`config.mk`:
```
export PLATFORM = sky130hd
export DESIGN_NAME = ecc_reg_front
export DESIGN_NICKNAME = d
export VERILOG_FILES = /design/src/rtl/ecc_front_pkg.sv /design/src/rtl/ecc_ctrl_bank.sv /design/src/rtl/ecc_stream_track.sv /design/src/rtl/ecc_status_w1c.sv /design/src/rtl/ecc_reg_front.sv
export SDC_FILE = /design/constraint.sdc
export NUM_CORES = 1
export LEC_CHECK = 0
export BUFFER_PORTS_ARGS = -buffer_cell sky130_fd_sc_hd__buf_2
export CAP_MARGIN = 10
export CORE_UTILIZATION = 25
export CTS_BUF_LIST = sky130_fd_sc_hd__clkbuf_8 sky130_fd_sc_hd__clkbuf_16
export CTS_CLUSTER_SIZE = 10
export DETAILED_ROUTE_END_ITERATION = 10
export PLACE_DENSITY = 0.57
export SETUP_SLACK_MARGIN = 0.02
export SLEW_MARGIN = 5
export SYNTH_ARGS = -nofsm -noshare
export SYNTH_HDL_FRONTEND = slang
export SYNTH_HIERARCHICAL = 1
export SYNTH_SLANG_ARGS = --single-unit
```
`constraint.sdc`:
```
create_clock -name clk -period 7.2 [get_ports clk]
set_clock_uncertainty 0.1 [all_clocks]
set_input_delay 1.08 -clock clk [delete_from_list [all_inputs] [get_ports clk]]
set_output_delay 1.08 -clock clk [all_outputs]
set_load 0.02 [all_outputs]
```
`src/rtl/ecc_front_pkg.sv`:
```
package ecc_front_pkg;
  // register offsets (byte addresses)
  localparam int OFS_CTRL = 'h00;
  localparam int OFS_SET  = 'h04;
  localparam int OFS_CLR  = 'h08;
  localparam int OFS_CNT  = 'h0C;
  localparam int OFS_DATA = 'h10;
  localparam int OFS_PAR  = 'h14;
  localparam int OFS_STAT = 'h24;

  // control bit positions
  localparam int CTL_W     = 4;
  localparam int CB_EN     = 0;
  localparam int CB_INIT   = 1;
  localparam int CB_STRONG = 2;
  localparam int CB_ENC    = 3;

  // status bit positions
  localparam int ST_ERR     = 0;
  localparam int ST_UNCOR   = 1;
  localparam int ST_ENCD    = 2;
  localparam int ST_DECD    = 3;
  localparam int ST_ONES    = 4;
  localparam int ST_ZERO    = 5;
  localparam int ST_TOT_LSB = 16;
  localparam int ST_TOT_W   = 7;
  localparam int ST_CNT_LSB = 28;
  localparam int ST_CNT_W   = 4;

  localparam int DEC_CNT_LSB = 16;

  typedef struct packed {
    logic                err;
    logic                uncor;
    logic [ST_TOT_W-1:0] total;
    logic [ST_CNT_W-1:0] count;
  } dec_result_t;

  function automatic logic [CTL_W-1:0] alias_update(logic [CTL_W-1:0] cur,
                                                    logic [CTL_W-1:0] set_m,
                                                    logic [CTL_W-1:0] clr_m);
    return (cur | set_m) & ~clr_m;
  endfunction

  function automatic logic [31:0] w1c_update(logic [31:0] cur, logic [31:0] clr_m,
                                             logic [31:0] set_m);
    return (cur & ~clr_m) | set_m;
  endfunction

  function automatic logic [31:0] verdict_bits(dec_result_t r);
    logic [31:0] v;
    v = '0;
    v[ST_ERR]   = r.err;
    v[ST_UNCOR] = r.uncor;
    v[ST_TOT_LSB +: ST_TOT_W] = r.total;
    v[ST_CNT_LSB +: ST_CNT_W] = r.count;
    return v;
  endfunction
endpackage

```
`src/rtl/ecc_ctrl_bank.sv`:
```
module ecc_ctrl_bank
  import ecc_front_pkg::*;
#(
  parameter int ADDR_W = 8,
  parameter int CNT_W  = 10
) (
  input  logic              clk,
  input  logic              rst_n,
  input  logic              we,
  input  logic [ADDR_W-1:0] addr,
  input  logic [31:0]       wdata,
  output logic [CTL_W-1:0]  ctrl_q,
  output logic [CNT_W-1:0]  enc_cnt_q,
  output logic [CNT_W-1:0]  dec_cnt_q
);
  logic [CTL_W-1:0] set_m, clr_m, ctrl_nxt;
  logic             cnt_wr;

  always_comb begin
    set_m    = (we && addr == ADDR_W'(OFS_SET)) ? wdata[CTL_W-1:0] : '0;
    clr_m    = (we && addr == ADDR_W'(OFS_CLR)) ? wdata[CTL_W-1:0] : '0;
    ctrl_nxt = alias_update(ctrl_q, set_m, clr_m);
    if (ctrl_q[CB_INIT]) ctrl_nxt[CB_INIT] = 1'b0;
  end

  assign cnt_wr = we && addr == ADDR_W'(OFS_CNT);

  always_ff @(posedge clk or negedge rst_n) begin
    if (!rst_n) begin
      ctrl_q    <= '0;
      enc_cnt_q <= '0;
      dec_cnt_q <= '0;
    end else begin
      ctrl_q <= ctrl_nxt;
      if (cnt_wr) begin
        enc_cnt_q <= wdata[CNT_W-1:0];
        dec_cnt_q <= wdata[DEC_CNT_LSB +: CNT_W];
      end
    end
  end
endmodule

```
`src/rtl/ecc_stream_track.sv`:
```
module ecc_stream_track #(
  parameter int CNT_W = 10
) (
  input  logic             clk,
  input  logic             rst_n,
  input  logic             init,
  input  logic             accept,
  input  logic [7:0]       byte_in,
  input  logic             encode,
  input  logic [CNT_W-1:0] enc_cnt,
  input  logic [CNT_W-1:0] dec_cnt,
  output logic [CNT_W-1:0] byte_cnt,
  output logic             evt_enc_done,
  output logic             evt_dec_done,
  output logic             blank_zero,
  output logic             blank_ones
);
  logic [CNT_W-1:0] cnt_nxt;
  logic             zero_q, ones_q;

  assign cnt_nxt      = byte_cnt + CNT_W'(1);
  assign evt_enc_done = accept &&  encode && cnt_nxt == enc_cnt;
  assign evt_dec_done = accept && !encode && cnt_nxt == dec_cnt;
  assign blank_zero   = zero_q && byte_in == 8'h00;
  assign blank_ones   = ones_q && byte_in == 8'hFF;

  always_ff @(posedge clk or negedge rst_n) begin
    if (!rst_n) begin
      byte_cnt <= '0;
      zero_q   <= 1'b1;
      ones_q   <= 1'b1;
    end else if (init) begin
      byte_cnt <= '0;
      zero_q   <= 1'b1;
      ones_q   <= 1'b1;
    end else if (accept) begin
      byte_cnt <= cnt_nxt;
      zero_q   <= blank_zero;
      ones_q   <= blank_ones;
    end
  end
endmodule

```
`src/rtl/ecc_status_w1c.sv`:
```
module ecc_status_w1c
  import ecc_front_pkg::*;
(
  input  logic        clk,
  input  logic        rst_n,
  input  logic        clr_we,
  input  logic [31:0] clr_mask,
  input  logic        init,
  input  logic        evt_enc_done,
  input  logic        evt_dec_done,
  input  logic        blank_zero,
  input  logic        blank_ones,
  input  dec_result_t result,
  output logic [31:0] status_q
);
  logic [31:0] set_v, clr_v;

  always_comb begin
    set_v = '0;
    set_v[ST_ENCD] = evt_enc_done;
    if (evt_dec_done) begin
      set_v          = set_v | verdict_bits(result);
      set_v[ST_DECD] = 1'b1;
      set_v[ST_ZERO] = blank_zero;
      set_v[ST_ONES] = blank_ones;
    end
    clr_v = clr_we ? clr_mask : '0;
  end

  always_ff @(posedge clk or negedge rst_n) begin
    if (!rst_n)    status_q <= '0;
    else if (init) status_q <= '0;
    else           status_q <= w1c_update(status_q, clr_v, set_v);
  end
endmodule

```
`src/rtl/ecc_reg_front.sv`:
```
module ecc_reg_front
  import ecc_front_pkg::*;
#(
  parameter int ADDR_W    = 8,
  parameter int CNT_W     = 10,
  parameter int PAR_WORDS = 4
) (
  input  logic                   clk,
  input  logic                   rst_n,
  input  logic                   bus_we,
  input  logic [ADDR_W-1:0]      bus_addr,
  input  logic [31:0]            bus_wdata,
  output logic [31:0]            bus_rdata,
  input  logic [32*PAR_WORDS-1:0] par_words_i,
  input  logic                   res_err_i,
  input  logic                   res_uncor_i,
  input  logic [6:0]             res_total_i,
  input  logic [3:0]             res_count_i,
  output logic                   cdc_en,
  output logic                   cdc_init,
  output logic                   cdc_strong,
  output logic                   cdc_encode,
  output logic                   cdc_byte_vld,
  output logic [7:0]             cdc_byte
);
  localparam int PAR_BITS = 32 * PAR_WORDS;

  logic [CTL_W-1:0] ctrl_q;
  logic [CNT_W-1:0] enc_cnt_q, dec_cnt_q, byte_cnt;
  logic [31:0]      status_q;
  logic             accept, evt_enc_done, evt_dec_done, blank_zero, blank_ones;
  dec_result_t      result;
  logic [PAR_WORDS-1:0][31:0] par_pick;
  logic [31:0]      par_rd;

  assign accept = bus_we && bus_addr == ADDR_W'(OFS_DATA)
                  && ctrl_q[CB_EN] && !ctrl_q[CB_INIT];

  assign result = '{err: res_err_i, uncor: res_uncor_i,
                    total: res_total_i, count: res_count_i};

  ecc_ctrl_bank #(.ADDR_W(ADDR_W), .CNT_W(CNT_W)) u_ctrl (
    .clk(clk), .rst_n(rst_n), .we(bus_we), .addr(bus_addr), .wdata(bus_wdata),
    .ctrl_q(ctrl_q), .enc_cnt_q(enc_cnt_q), .dec_cnt_q(dec_cnt_q)
  );

  ecc_stream_track #(.CNT_W(CNT_W)) u_track (
    .clk(clk), .rst_n(rst_n), .init(ctrl_q[CB_INIT]), .accept(accept),
    .byte_in(bus_wdata[7:0]), .encode(ctrl_q[CB_ENC]),
    .enc_cnt(enc_cnt_q), .dec_cnt(dec_cnt_q), .byte_cnt(byte_cnt),
    .evt_enc_done(evt_enc_done), .evt_dec_done(evt_dec_done),
    .blank_zero(blank_zero), .blank_ones(blank_ones)
  );

  ecc_status_w1c u_stat (
    .clk(clk), .rst_n(rst_n),
    .clr_we(bus_we && bus_addr == ADDR_W'(OFS_STAT)), .clr_mask(bus_wdata),
    .init(ctrl_q[CB_INIT]), .evt_enc_done(evt_enc_done),
    .evt_dec_done(evt_dec_done), .blank_zero(blank_zero),
    .blank_ones(blank_ones), .result(result), .status_q(status_q)
  );

  // one selector per parity word
  for (genvar g = 0; g < PAR_WORDS; g++) begin : g_par
    assign par_pick[g] = (bus_addr == ADDR_W'(OFS_PAR + 4 * g))
                         ? par_words_i[32*g +: 32] : 32'h0;
  end

  always_comb begin
    par_rd = '0;
    for (int i = 0; i < PAR_WORDS; i++) par_rd = par_rd | par_pick[i];
  end

  always_comb begin
    bus_rdata = par_rd;
    if (bus_addr == ADDR_W'(OFS_CTRL)) bus_rdata = 32'(ctrl_q);
    else if (bus_addr == ADDR_W'(OFS_CNT)) begin
      bus_rdata = '0;
      bus_rdata[CNT_W-1:0]             = enc_cnt_q;
      bus_rdata[DEC_CNT_LSB +: CNT_W]  = dec_cnt_q;
    end
    else if (bus_addr == ADDR_W'(OFS_STAT)) bus_rdata = status_q;
  end

  assign cdc_en       = ctrl_q[CB_EN];
  assign cdc_init     = ctrl_q[CB_INIT];
  assign cdc_strong   = ctrl_q[CB_STRONG];
  assign cdc_encode   = ctrl_q[CB_ENC];
  assign cdc_byte_vld = accept;
  assign cdc_byte     = accept ? bus_wdata[7:0] : 8'h00;

  logic unused_par;
  assign unused_par = ^{PAR_BITS'(0)};
endmodule

```
Yosys cells after proc, flatten, opt, wreduce, memory -nomap -nowiden
Index checks and enable logic that the tools add are counted.

Flip-flop bits (word level): 68. Latch bits: 0. Bits in writable memories: 0. Memory bits (read-only): 0. Input bits: 184. Logic and storage cells: 68. Memories kept: 0.

Add/subtract/negate cells: 1. Multiply operators: 0. Divide/modulo/power cells: 0. Order comparisons: 0. Eq/ne operators: 12. Shifts and indexed selects: 0. Mux-type cells: 20. Bitwise logic cells: 10. Reductions and logical operators: 18.

Operators with widths (count): 32-bit 2-to-1 mux (10); 32-bit bitwise OR (4); 32-bit AND (1); 8-bit by 5-bit equality test with 1-bit output (second input constant) (4); 32-bit inverter (1); 3-bit by 32-bit bitwise OR with 32-bit output (1); 10-bit equality test (2); 10-bit 2-to-1 mux (2); 8-bit by 4-bit equality test with 1-bit output (second input constant) (2); 8-bit by 6-bit equality test with 1-bit output (second input constant) (2); 8-bit logical NOT (2); 1-bit logical AND (13); 10-bit by 1-bit adder with 10-bit output (second input constant) (1); 8-bit by 3-bit equality test with 1-bit output (second input constant) (1); 8-bit equality test (second input constant) (1); 4-bit 2-to-1 mux (2); 8-bit 2-to-1 mux (1); 1-bit 2-to-1 mux (5); 4-bit AND (1); 4-bit inverter (1); 4-bit bitwise OR (1); 1-bit logical NOT (2); 2-bit nonzero test (1).

Longest topological paths before layout
Gate-level depths: netlist of run 1.

Word-level depth: 10. Gate-level depth with buffers: 14.

Cells and area by module
Netlist of run 1, hierarchy kept.

Modules (own cells, without submodules): ecc_reg_front (times used 1, cells an instance 295, area an instance 1959.4 um^2, seq. area each 0.0 um^2); ecc_status_w1c (times used 1, cells an instance 121, area an instance 1391.3 um^2, seq. area each 800.8 um^2); ecc_stream_track (times used 1, cells an instance 127, area an instance 1089.8 um^2, seq. area each 302.8 um^2); ecc_ctrl_bank (times used 1, cells an instance 67, area an instance 994.7 um^2, seq. area each 600.6 um^2).

Worst setup path before layout of run 1
Ideal clock, no wire load.

Kind: input port to output port. Start point: in bus_addr[6]. End point: out bus_rdata[0]. Data arrival time: 2.826 ns. Setup slack: 3.194 ns. Cell stages on the path: 6. Path buffers: 2. Cells stage by stage: buf_4 or4b_1 buf_2 nor2_2 o21ai_0 a311oi_1.

Word-level cells in the longest chain between the ends: 8. Elaborated cells on any way between the ends: 17. Classes of those cells: eq/ne: 6; mux: 7; bitwise: 3; reduce/logical: 1.

Ends and longest elaborated chain: from (decl) (RTL line ecc_reg_front.sv:11) `input logic [ADDR_W-1:0] bus_addr,`; 8-bit by 5-bit equality test with 1-bit output (RTL line ecc_reg_front.sv:65) `assign par_pick[g] = (bus_addr == ADDR_W'(OFS_PAR + 4 * g))`; 32-bit 2-to-1 mux (RTL line ecc_reg_front.sv:66) `? par_words_i[32*g +: 32] : 32'h0;`; 32-bit bitwise OR (3 in a row) (RTL line ecc_reg_front.sv:71) `for (int i = 0; i < PAR_WORDS; i++) par_rd = par_rd | par_pick[i];`; 32-bit 2-to-1 mux (RTL line ecc_reg_front.sv:82) `else if (bus_addr == ADDR_W'(OFS_STAT)) bus_rdata = status_q;`; 32-bit 2-to-1 mux (RTL line ecc_reg_front.sv:77) `else if (bus_addr == ADDR_W'(OFS_CNT)) begin`; 32-bit 2-to-1 mux * (RTL line ecc_reg_front.sv:76) `if (bus_addr == ADDR_W'(OFS_CTRL)) bus_rdata = 32'(ctrl_q);`; to (decl) (RTL line ecc_reg_front.sv:13) `output logic [31:0] bus_rdata,`.

Mark *: on every way between the ends. The rest lies on a longest branch, timed or not.

Final worst setup path of run 1
Start point: in bus_addr[2]. End point: out bus_rdata[27].

The elaborated chain is that of the path after synthesis.

==> results.tsv, run 1 <==
stage	metric	value	unit
run_status	status	completed	
drt	drtIter0Drc	367	
sta	fin_ws	2133	ps
floorplanning	ios	229	
logic_synthesis	synth_ff_type	dfrtp_1	
worst_setup_path	worst-setup-path-type	in2out	
sta	fin_crit	5067	ps
worst_setup_path	cp_cell_sequence	buf_2 -> nor2b_1 -> nand4bb_1 -> o21ai_0 -> a21oi_1 -> buf_2	
logic_synthesis	syn_area	5435	um^2
worst_setup_path	r2r_start	u_track/byte_cnt[0]	
cts	cts-htree-levels	3	
cts	hold_buffers	0	
sta	finalHoldViolCount	0	
grt	grt_antenna_before_repair	2	
cts	cts_setup_buffers	0	
power_and_ir_drop	leakagePower	3.385	nW
logic_synthesis	ys_ff_latch	68	
sta	setup_viol	0	
logic_synthesis	synth-async-reset-ratio	100.0	%
cts	clock-sinks	68	
floorplanning	core	21150	um^2
placement	gp_congestion	0.8623	
cells_and_area	area_delta_synth_final	28.89	%
power_and_ir_drop	power_switching	0.0002679	W
placement	hpwl	17140	um
logic_synthesis	ys_warn_count	6	
power_and_ir_drop	combinationalPowerShare	15.9	%
power_and_ir_drop	switching_share	26.27	%
power_and_ir_drop	ir_drop	0.09236	mV
placement	port_buffers	228	
floorplanning	start_util	25.69	%
logic_synthesis	yosys.area.top_type	dfrtp_1	
worst_setup_path	r2r_slack	3960	ps
cells_and_area	num-nets-final	990	
drt	totalWireLength	22820	um
worst_setup_path	r2r_end	u_stat/status_q[30]	
sta	relSlewSlack	22.39	%
logic_synthesis	netlist_top_cells_area	dfrtp_1 30%, mux2_2 4.1%, nand2_1 3.9%, mux2i_1 3.9%, xnor2_1 3.2%	
cts	cts_inserted_buffers	9	
worst_setup_path	startpoint_type	input port	
cells_and_area	fill_cells	2285	
worst_setup_path	r2r_cells	9	
cts	clk_latency	340	ps
grt	grt_first_pass_wirelength	33700	um
cells_and_area	drive_gt1_share	38.20	%
floorplanning	fp.dieW	149.4	um
power_and_ir_drop	cellPowerDensity	145.6	nW/um^2
sta	finalMaxSlewViolations	0	
logic_synthesis	synth_top_area_share	30.39	%
cells_and_area	layout_common_cells	228 x buf_2, 65 x dfrtp_1, 57 x nand2_1	
worst_setup_path	max_stage_delay	950	ps
worst_setup_path	crit_fanout	33	
logic_synthesis	synth_edf_count	0	
sta	fmax	197.3	MHz
worst_setup_path	cpMostUsedCell	buf_2	
run	maxCapViolations	0	
drt	vias_per_cell	5.285	
floorplanning	die_y	149.4	um
drt	wl_per_cell	21.05	um
worst_setup_path	endpoint	bus_rdata[27]	
logic_synthesis	synthCells	610	
worst_setup_path	cp_slowest_cell	nor2b_1	
worst_setup_path	cp-startpoint	bus_addr[2]	
grt	grt_use_total	20.37	%
floorplanning	rows	53	
logic_synthesis	ys_types	66	
cells_and_area	mostFrequentLayoutCell	buf_2	
cells_and_area	design_area	7005	um^2
cts	cts_buffer_depth	2	
cells_and_area	diodes	0	
cts	cts.repair.resized	0	
grt	grt_overflow	0	
sta	fin_setup_tns	0	ps
drt	ant_nets	0	
power_and_ir_drop	pwr-share-seq	40.0	%
grt	grt_pass1_vias	5459	
drt	route.vias.total	5729	
worst_setup_path	critPathRequiredTime	6020	ps
sta	worst_pin_slew	1162	ps
logic_synthesis	avgSynthCellArea	8.910	um^2
floorplanning	die_area	22330	um^2
drt	drc_errors	0	
drt	dr.pass1.iters	5	
grt	grt_max_degree	69	
logic_synthesis	synth-seq-area-share	31.35	%
cts	root_buffer	clkbuf_16	
sta	rsz0062_at_grt	no	
worst_setup_path	cp_data_arrival_time	3890	ps
sta	timing.final.crit_share	70.38	%
power_and_ir_drop	intPower	0.0007520	W
power_and_ir_drop	p_clk_share	44.1	%
min_path	hold_path.class	reg2reg	
cts	path_clk_slew	60	ps
placement	placed_area	6710	um^2
logic_synthesis	synth_nets	795	
worst_setup_path	critPathCaptureType	output port	
cts	cts_tree	yes	
placement	pre_cts_slack	2199	ps
[cells in the mapped netlist (10+ instances only)]
library cell,n
dfrtp_1,66
o211a_1,12
a21bo_1,13
mux2_2,20
o22ai_1,22
and3_1,14
a21oi_2,13
clkbuf_1,20
inv_1,22
a31oi_1,16
nor2_1,21
a22oi_1,10
buf_2,21
mux2i_1,21
a21oi_1,30
o21ai_0,34
xor2_1,15
a22o_1,16
xnor2_1,20
a211oi_1,15
and2_1,12
nand2_1,57
[power groups by stage]
stage	Sequential (W)	Clock, W	Combinational (W)
detailed placement	0.000415	0	0.000161
floorplan	0.000410	0	0.0000744
finish	0.000408	0.000450	0.000162
global route	0.000410	0.000478	0.000176
global placement	0.000415	0	0.000159
CTS	0.000408	0.000461	0.000161
[worst min path at each step]
stage | slack, ps | end | depth (start not counted) | from
after detailed placement | 390 | u_stat/status_q[12] | 2 | u_stat/status_q[12]
after floorplan | 380 | u_stat/status_q[11] | 2 | u_stat/status_q[11]
after CTS | 400 | u_stat/status_q[12] | 2 | u_stat/status_q[12]
after global placement | 390 | u_stat/status_q[23] | 2 | u_stat/status_q[23]
final | 400 | u_stat/status_q[11] | 2 | u_stat/status_q[11]
after global routing | 430 | u_stat/status_q[12] | 2 | u_stat/status_q[12]
[area by class of cell]
type / instances / area (um^2) / area share, %
inverter: 22 / 82.58 / 1.179
clock buffer: 11 / 252.7 / 3.608
clock inverter: 4 / 42.54 / 0.6073
tap: 275 / 344.1 / 4.912
sequential: 68 / 1705 / 24.34
timing repair buffer: 238 / 1216 / 17.36
multi-input combinational: 466 / 3362 / 47.99
[flip-flops by register name, summed over array words and instances (netlist names)]
signal,cells
u_ctrl/ctrl_q,4
u_track/zero_q,1
u_ctrl/enc_cnt_q,10
u_stat/status_q,32
u_ctrl/dec_cnt_q,10
u_track/ones_q,1
u_track/byte_cnt,10
[critical path: cells and delay by family]
kind                   cells  cell delay, ps
buffers and inverters      2             820
AND/OR/NAND/NOR            2            1620
AO/OA/AOI/OAI              2             340
[metal layers]
metal	share of wire [%]	track usage, %	wire length, um	vias to the layer above
li1	-	-	-	2678
met5	0.044	0	10	-
met1	44	28.27	10110	2786
met4	1.2	4.388	277	2
met2	46	31.64	10590	243
met3	8.0	5.061	1832	20
[metrics by stage]
| stage | power (W) | instances | hold WS (ps) | util (%) |
|---|---|---|---|---|
| 3_5_place_dp | 0.0005757 | 1069 | 392.5 | 31.72 |
| 6_report | 0.001020 | 1084 | 402.7 | 33.12 |
| 4_1_cts | 0.001030 | 1084 | 402.3 | 33.12 |
| 3_3_place_gp | 0.0005740 | 1069 | 387.6 | 31.72 |
| 5_1_grt | 0.001064 | 1084 | 432.4 | 33.12 |
| 2_1_floorplan | 0.0004849 | 610 | 375.9 | - |
[cells by family (layout without fill, tap and decap cells)]
| group | after synthesis | in the layout | share of synthesized area [%] |
|---|---|---|---|
| buf+inv | 76 | 275 | 6.906 |
| simple gates | 170 | 170 | 18.16 |
| xor+xnor | 36 | 36 | 6.054 |
| fa+ha+maj | 1 | 1 | 0.2302 |
| mux | 41 | 41 | 8.011 |
| compound gates | 218 | 218 | 29.28 |
| flops | 68 | 68 | 31.35 |
No activity file was read; power rests on OpenSTA's default activity.
==> run 2, diff against run 1 <==
ABC_AREA = 1   (was default)
PLACE_DENSITY = 0.58   (was 0.57)
clock period = 4.8 ns   (was 7.2 ns; I/O delays follow)
==> run 2 against run 1 <==
  * Wire length is 9.6% lower
  * Sequential power is 47% higher
  * Register-to-register slack worse by 1800 ps
  * Critical path type unchanged
  * Largest power group unchanged
==> results.tsv, run 2 <==
stage	metric	value	unit
grt	grt_antenna_before_repair	1	
floorplanning	core	20300	um^2
worst_setup_path	cp_data_arrival_time	2850	ps
power_and_ir_drop	cellPowerDensity	210.8	nW/um^2
sta	finalMaxSlewViolations	0	
worst_setup_path	worst-setup-path-type	in2out	
logic_synthesis	synth-seq-area-share	32.72	%
logic_synthesis	synth_nets	1007	
floorplanning	ios	229	
cts	path_clk_slew	60	ps
sta	finalHoldViolCount	0	
sta	fin_crit	3675	ps
sta	rsz0062_at_grt	no	
floorplanning	fp.dieW	146.3	um
placement	port_buffers	228	
logic_synthesis	synthCells	822	
placement	placed_area	6494	um^2
placement	hpwl	15710	um
drt	wl_per_cell	15.77	um
drt	drc_errors	0	
cells_and_area	num-nets-final	1217	
drt	totalWireLength	20620	um
floorplanning	start_util	25.65	%
logic_synthesis	syn_area	5207	um^2
worst_setup_path	cpMostUsedCell	nand2_1	
worst_setup_path	cp_cell_sequence	buf_2 -> nand2_1 -> nor2_1 -> buf_4 -> nand2_1 -> inv_1 -> nand2_1 -> nand2_1 -> nor2_1 -> nand3_1 -> buf_2	
logic_synthesis	yosysMostFrequentCell	nand2_1	
logic_synthesis	ys_ff_latch	68	
cts	root_buffer	clkbuf_16	
logic_synthesis	ys_types	36	
worst_setup_path	crit_fanout	26	
logic_synthesis	yosys.area.top_type	dfrtp_1	
grt	grt_pass1_vias	6105	
drt	vias_per_cell	4.681	
run_status	status	completed	
cells_and_area	area_delta_synth_final	30.39	%
cts	clk_latency	340	ps
cells_and_area	largest_reg_flops	32	
sta	worst_pin_slew	850.6	ps
sta	fmax	272.1	MHz
grt	grt_overflow	0	
drt	drtIter0Drc	450	
worst_setup_path	cp_slowest_cell	inv_1	
drt	dr.pass1.iters	7	
placement	gp_congestion	0.8952	
cells_and_area	layout_common_cells	325 x nand2_1, 228 x buf_2, 142 x nand3_1	
run	maxCapViolations	0	
cts	cts.repair.resized	0	
grt	grt_first_pass_wirelength	32530	um
power_and_ir_drop	total_power	0.001432	W
worst_setup_path	critPathRequiredTime	3980	ps
power_and_ir_drop	leakagePower	3.750	nW
logic_synthesis	synth_top_area_share	31.72	%
cells_and_area	largest_register	u_stat/status_q	
floorplanning	die_y	146.3	um
cts	cts_buffer_depth	2	
cells_and_area	mostFrequentLayoutCell	nand2_1	
sta	relSlewSlack	43.23	%
cts	cts_tree	yes	
logic_synthesis	ys_top_cells_by_count	325 x nand2_1, 142 x nand3_1, 75 x nor2_1	
logic_synthesis	synth-async-reset-ratio	100.0	%
worst_setup_path	startpoint_type	input port	
drt	route.vias.total	6123	
worst_setup_path	critPathCaptureType	output port	
cells_and_area	drive_gt1_share	28.06	%
sta	timing.final.crit_share	76.56	%
cts	clock-sinks	68	
placement	pre_cts_slack	1071	ps
cts	cts_inserted_buffers	9	
grt	grt_use_total	19.34	%
cells_and_area	fin_util	33.45	%
drt	ant_nets	0	
logic_synthesis	avgSynthCellArea	6.335	um^2
logic_synthesis	synth_edf_count	0	
floorplanning	rows	52	
min_path	hold_path.class	in2async	
worst_setup_path	max_stage_delay	610	ps
sta	fin_setup_tns	0	ps
logic_synthesis	netlist_top_cells_area	dfrtp_1 32%, nand2_1 23%, nand3_1 14%, nor2_1 5.4%, inv_1 4.4%	
worst_setup_path	r2r_slack	2210	ps
cts	cts_setup_buffers	0	
power_and_ir_drop	ir_drop	0.1580	mV
sta	setup_viol	0	
floorplanning	die_area	21410	um^2
cells_and_area	design_area	6790	um^2
sta	fin_ws	1125	ps
cts	cts-htree-levels	3	
cts	hold_buffers	0	
grt	grt_max_degree	47	
logic_synthesis	ys_warn_count	6	
logic_synthesis	synth_ff_type	dfrtp_1	
[run 2: worst max-delay path, delay by kind of cell]
family / cells / cell delay (ps)
buffers and inverters: 4 / 1450
and+or+nand+nor: 7 / 650
[run 2: path summary, 6_finish.rpt]
| check | startpoint | to | cells past startpoint |
|---|---|---|---|
| max in group asynchronous | rst_n | u_track/zero_q | 2 |
| worst min-delay path | rst_n | u_stat/status_q[22] | 1 |
| worst max register to register | u_ctrl/ctrl_q[0] | u_stat/status_q[17] | 14 |
| worst max-delay path | bus_addr[2] | bus_rdata[8] | 11 |
| min in group clk | u_stat/status_q[14] | u_stat/status_q[14] | 2 |
| worst min register to register | u_stat/status_q[14] | u_stat/status_q[14] | 2 |
[run 2: routing by layer]
layer	vias to the layer above	global-route usage, %	wire [um]
met1	2828	25.02	9166
met5	-	0	0
met3	23	2.875	1182
met2	227	33.64	9938
li1	3045	-	-
met4	0	4.688	335
[run 2: final cells by class]
| cell class | instances | area [um^2] |
|---|---|---|
| Inverter | 66 | 247.7 |
| Multi-Input combinational cell | 649 | 2988 |
| Fill cell | 2283 | 13510 |
| Timing Repair Buffer | 238 | 1216 |
| Antenna cell | 1 | 2.502 |
| Sequential cell | 68 | 1704 |
| Clock buffer | 9 | 225.2 |
| Clock inverter | 7 | 68.82 |
| Tap cell | 270 | 337.8 |
[run 2: where the power goes]
group / internal (W) / total, W / switching [W]
Clock: 0.000399 / 0.000659 / 0.000260
Sequential: 0.000585 / 0.000599 / 0.0000141
Combinational: 0.0000757 / 0.000173 / 0.0000974
Total: 0.00106 / 0.00143 / 0.000372
[run 2: logic make-up after synthesis]
family | share of synthesized area [%]
and+or+nand+nor | 50.86
xor gates and xnor gates | 0.9371
adders and majority gates | 0.2402
DFF | 32.72
buffers and inverters | 10.04
AOI/OAI and AO/OA | 5.190
[run 2: metrics by stage]
stage | cells | hold WS [ps]
final | 1308 | 331.4
after global routing | 1308 | 375.3
after CTS | 1307 | 356.6
after detailed placement | 1291 | 397.5
after global placement | 1291 | 385.8
after floorplan | 822 | 324.4
==> run 3, diff against run 2 <==
clock period = 3.8 ns   (was 4.8 ns; I/O delays follow)
==> run 3 against run 2 <==
  * Count of clock-buffer cells in the layout is the same
  * Worst hold slack lost 46 ps
  * Wire length grew 1.5%
  * Global-route usage grew 0.46 points
  * First-iteration DRC count grew 1.3%
  * Sequential power grew 26%
  * Core utilization grew 0.28 points
==> results.tsv, run 3 (synthesis results as in run 2) <==
stage	metric	value	unit
floorplanning	die_area	21410	um^2
sta	timing.final.crit_share	82.18	%
grt	grt_first_pass_wirelength	32890	um
cells_and_area	fill_cells	2287	
cts	cts_setup_buffers	0	
grt	grt_pass1_vias	5951	
run	maxCapViolations	0	
worst_setup_path	cpLargestDelayFamily	simple AND/OR/NAND/NOR gates	
grt	grt_antenna_before_repair	3	
grt	grt_use_total	19.80	%
cells_and_area	design_area	6848	um^2
cts	cts.repair.resized	0	
cts	cts_inserted_buffers	9	
drt	drtIter0Drc	456	
cells_and_area	drive_gt1_share	28.37	%
placement	gp_congestion	0.8625	
power_and_ir_drop	total_power	0.001865	W
placement	pre_cts_slack	670.8	ps
worst_setup_path	worst-setup-path-type	in2out	
sta	fin_ws	677.2	ps
sta	relSlewSlack	34.19	%
worst_setup_path	crit_buf_inv	4	
sta	fmax	320.2	MHz
floorplanning	core	20300	um^2
placement	port_buffers	228	
grt	grt_overflow	0	
sta	finalMaxSlewViolations	0	
cells_and_area	multi_input_area	2988	um^2
cts	cts_tree	yes	
placement	hpwl	15790	um
worst_setup_path	critPathCaptureType	output port	
placement	placed_area	6529	um^2
cells_and_area	layout_common_cells	325 x nand2_1, 228 x buf_2, 142 x nand3_1	
worst_setup_path	crit_fanout	21	
drt	route.vias.total	6194	
drt	wl_per_cell	15.93	um
worst_setup_path	r2r_end	u_stat/status_q[29]	
grt	grt_max_degree	41	
worst_setup_path	cp-startpoint	bus_addr[6]	
worst_setup_path	critPathRequiredTime	3130	ps
floorplanning	start_util	25.65	%
floorplanning	rows	52	
sta	setup_viol	0	
sta	finalHoldViolCount	0	
cts	path_clk_slew	70	ps
cts	root_buffer	clkbuf_16	
drt	drc_errors	0	
drt	dr.pass1.iters	5	
cells_and_area	num-nets-final	1220	
worst_setup_path	max_stage_delay	420	ps
run_status	status	completed	
worst_setup_path	cp_slowest_cell	inv_2	
drt	vias_per_cell	4.714	
sta	fin_setup_tns	0	ps
sta	worst_pin_slew	987.1	ps
cts	cts-htree-levels	3	
cells_and_area	seqCellArea	1704	um^2
cells_and_area	mostFrequentLayoutCell	nand2_1	
drt	ant_nets	0	
cells_and_area	area_delta_synth_final	31.50	%
power_and_ir_drop	leakagePower	3.782	nW
cts	clk_latency	350	ps
cells_and_area	largest_reg_flops	32	
worst_setup_path	r2r_cells	14	
drt	totalWireLength	20930	um
power_and_ir_drop	ir_drop	0.2168	mV
sta	rsz0062_at_grt	no	
worst_setup_path	cp_data_arrival_time	2450	ps
worst_setup_path	r2r_slack	1220	ps
worst_setup_path	cpMostUsedCell	nand2_1	
floorplanning	die_y	146.3	um
worst_setup_path	r2r_start	u_ctrl/ctrl_q[0]	
sta	fin_crit	3123	ps
min_path	hold_path.class	in2async	
cells_and_area	fin_util	33.73	%
cts	clock-sinks	68	
cts	hold_buffers	0	
floorplanning	ios	229	
power_and_ir_drop	cellPowerDensity	272.4	nW/um^2
cts	cts_buffer_depth	2	
worst_setup_path	startpoint_type	input port	
worst_setup_path	cp_cell_sequence	buf_2 -> inv_1 -> nand2_1 -> nor2_4 -> nand2_1 -> inv_2 -> nand2_1 -> nand2_1 -> nor2_1 -> nand3_1 -> buf_2	
floorplanning	fp.dieW	146.3	um
cells_and_area	largest_register	u_stat/status_q	
run 3: cell count changes in the layout (fill, tap and decap cells not counted), sizes merged:
cell | before | now
diode | 1 | 4
buf | 238 | 241
inv | 66 | 68
clkinvlp | 4 | 1
clkinv | 2 | 3
run 3: how the worst max path moves through the flow:
stage                                      to  depth (start not counted)
after global placement           bus_rdata[5]                         11
after global routing             bus_rdata[5]                         11
after CTS                        bus_rdata[5]                         11
after detailed placement         bus_rdata[5]                         11
after floorplan           u_stat/status_q[22]                         18
final                            bus_rdata[5]                         11
run 3: stage by stage:
stage / hold slack (ps) / std cells
2_1_floorplan: 174.4 / 822
3_3_place_gp: 386.0 / 1294
3_5_place_dp: 393.7 / 1294
4_1_cts: 321.9 / 1310
5_1_grt: 350.5 / 1312
6_report: 285.7 / 1314
run 3: worst reg2reg max path: stages, from the launching register on:
cell and delay (ps):
dfrtp_1 420, nor3b_1 340, nand3_4 200, inv_1 170
nand2_1 90, nor2_1 110, nand3_1 70, nor2_1 120
nand3_1 80, nor2_1 110, nand3_1 80, nor2_1 150
buf_4 240, nand2_1 80, a21oi_1 150
run 3: cell type report:
class / instances / area share (%)
Multi-Input combinational cell: 649 / 43.63
Sequential cell: 68 / 24.89
Timing Repair Buffer: 241 / 18.27
Tap cell: 270 / 4.933
Inverter: 66 / 3.618
Clock buffer: 9 / 3.289
Clock inverter: 7 / 1.224
Antenna cell: 4 / 0.1462
run 3: report_power, final:
part | internal [W] | total [W] | leakage (nW) | switching (W)
Combinational | 0.0000971 | 0.000222 | 2.71 | 0.000125
Sequential | 0.000739 | 0.000757 | 0.924 | 0.0000184
Clock | 0.000520 | 0.000886 | 0.149 | 0.000366
run 3: routing by layer:
metal / routed length (um) / GRT usage [%]
met1: 9095 / 25.40
met2: 10020 / 32.98
met3: 1488 / 4.625
met4: 327 / 5.781
met5: 0 / 0
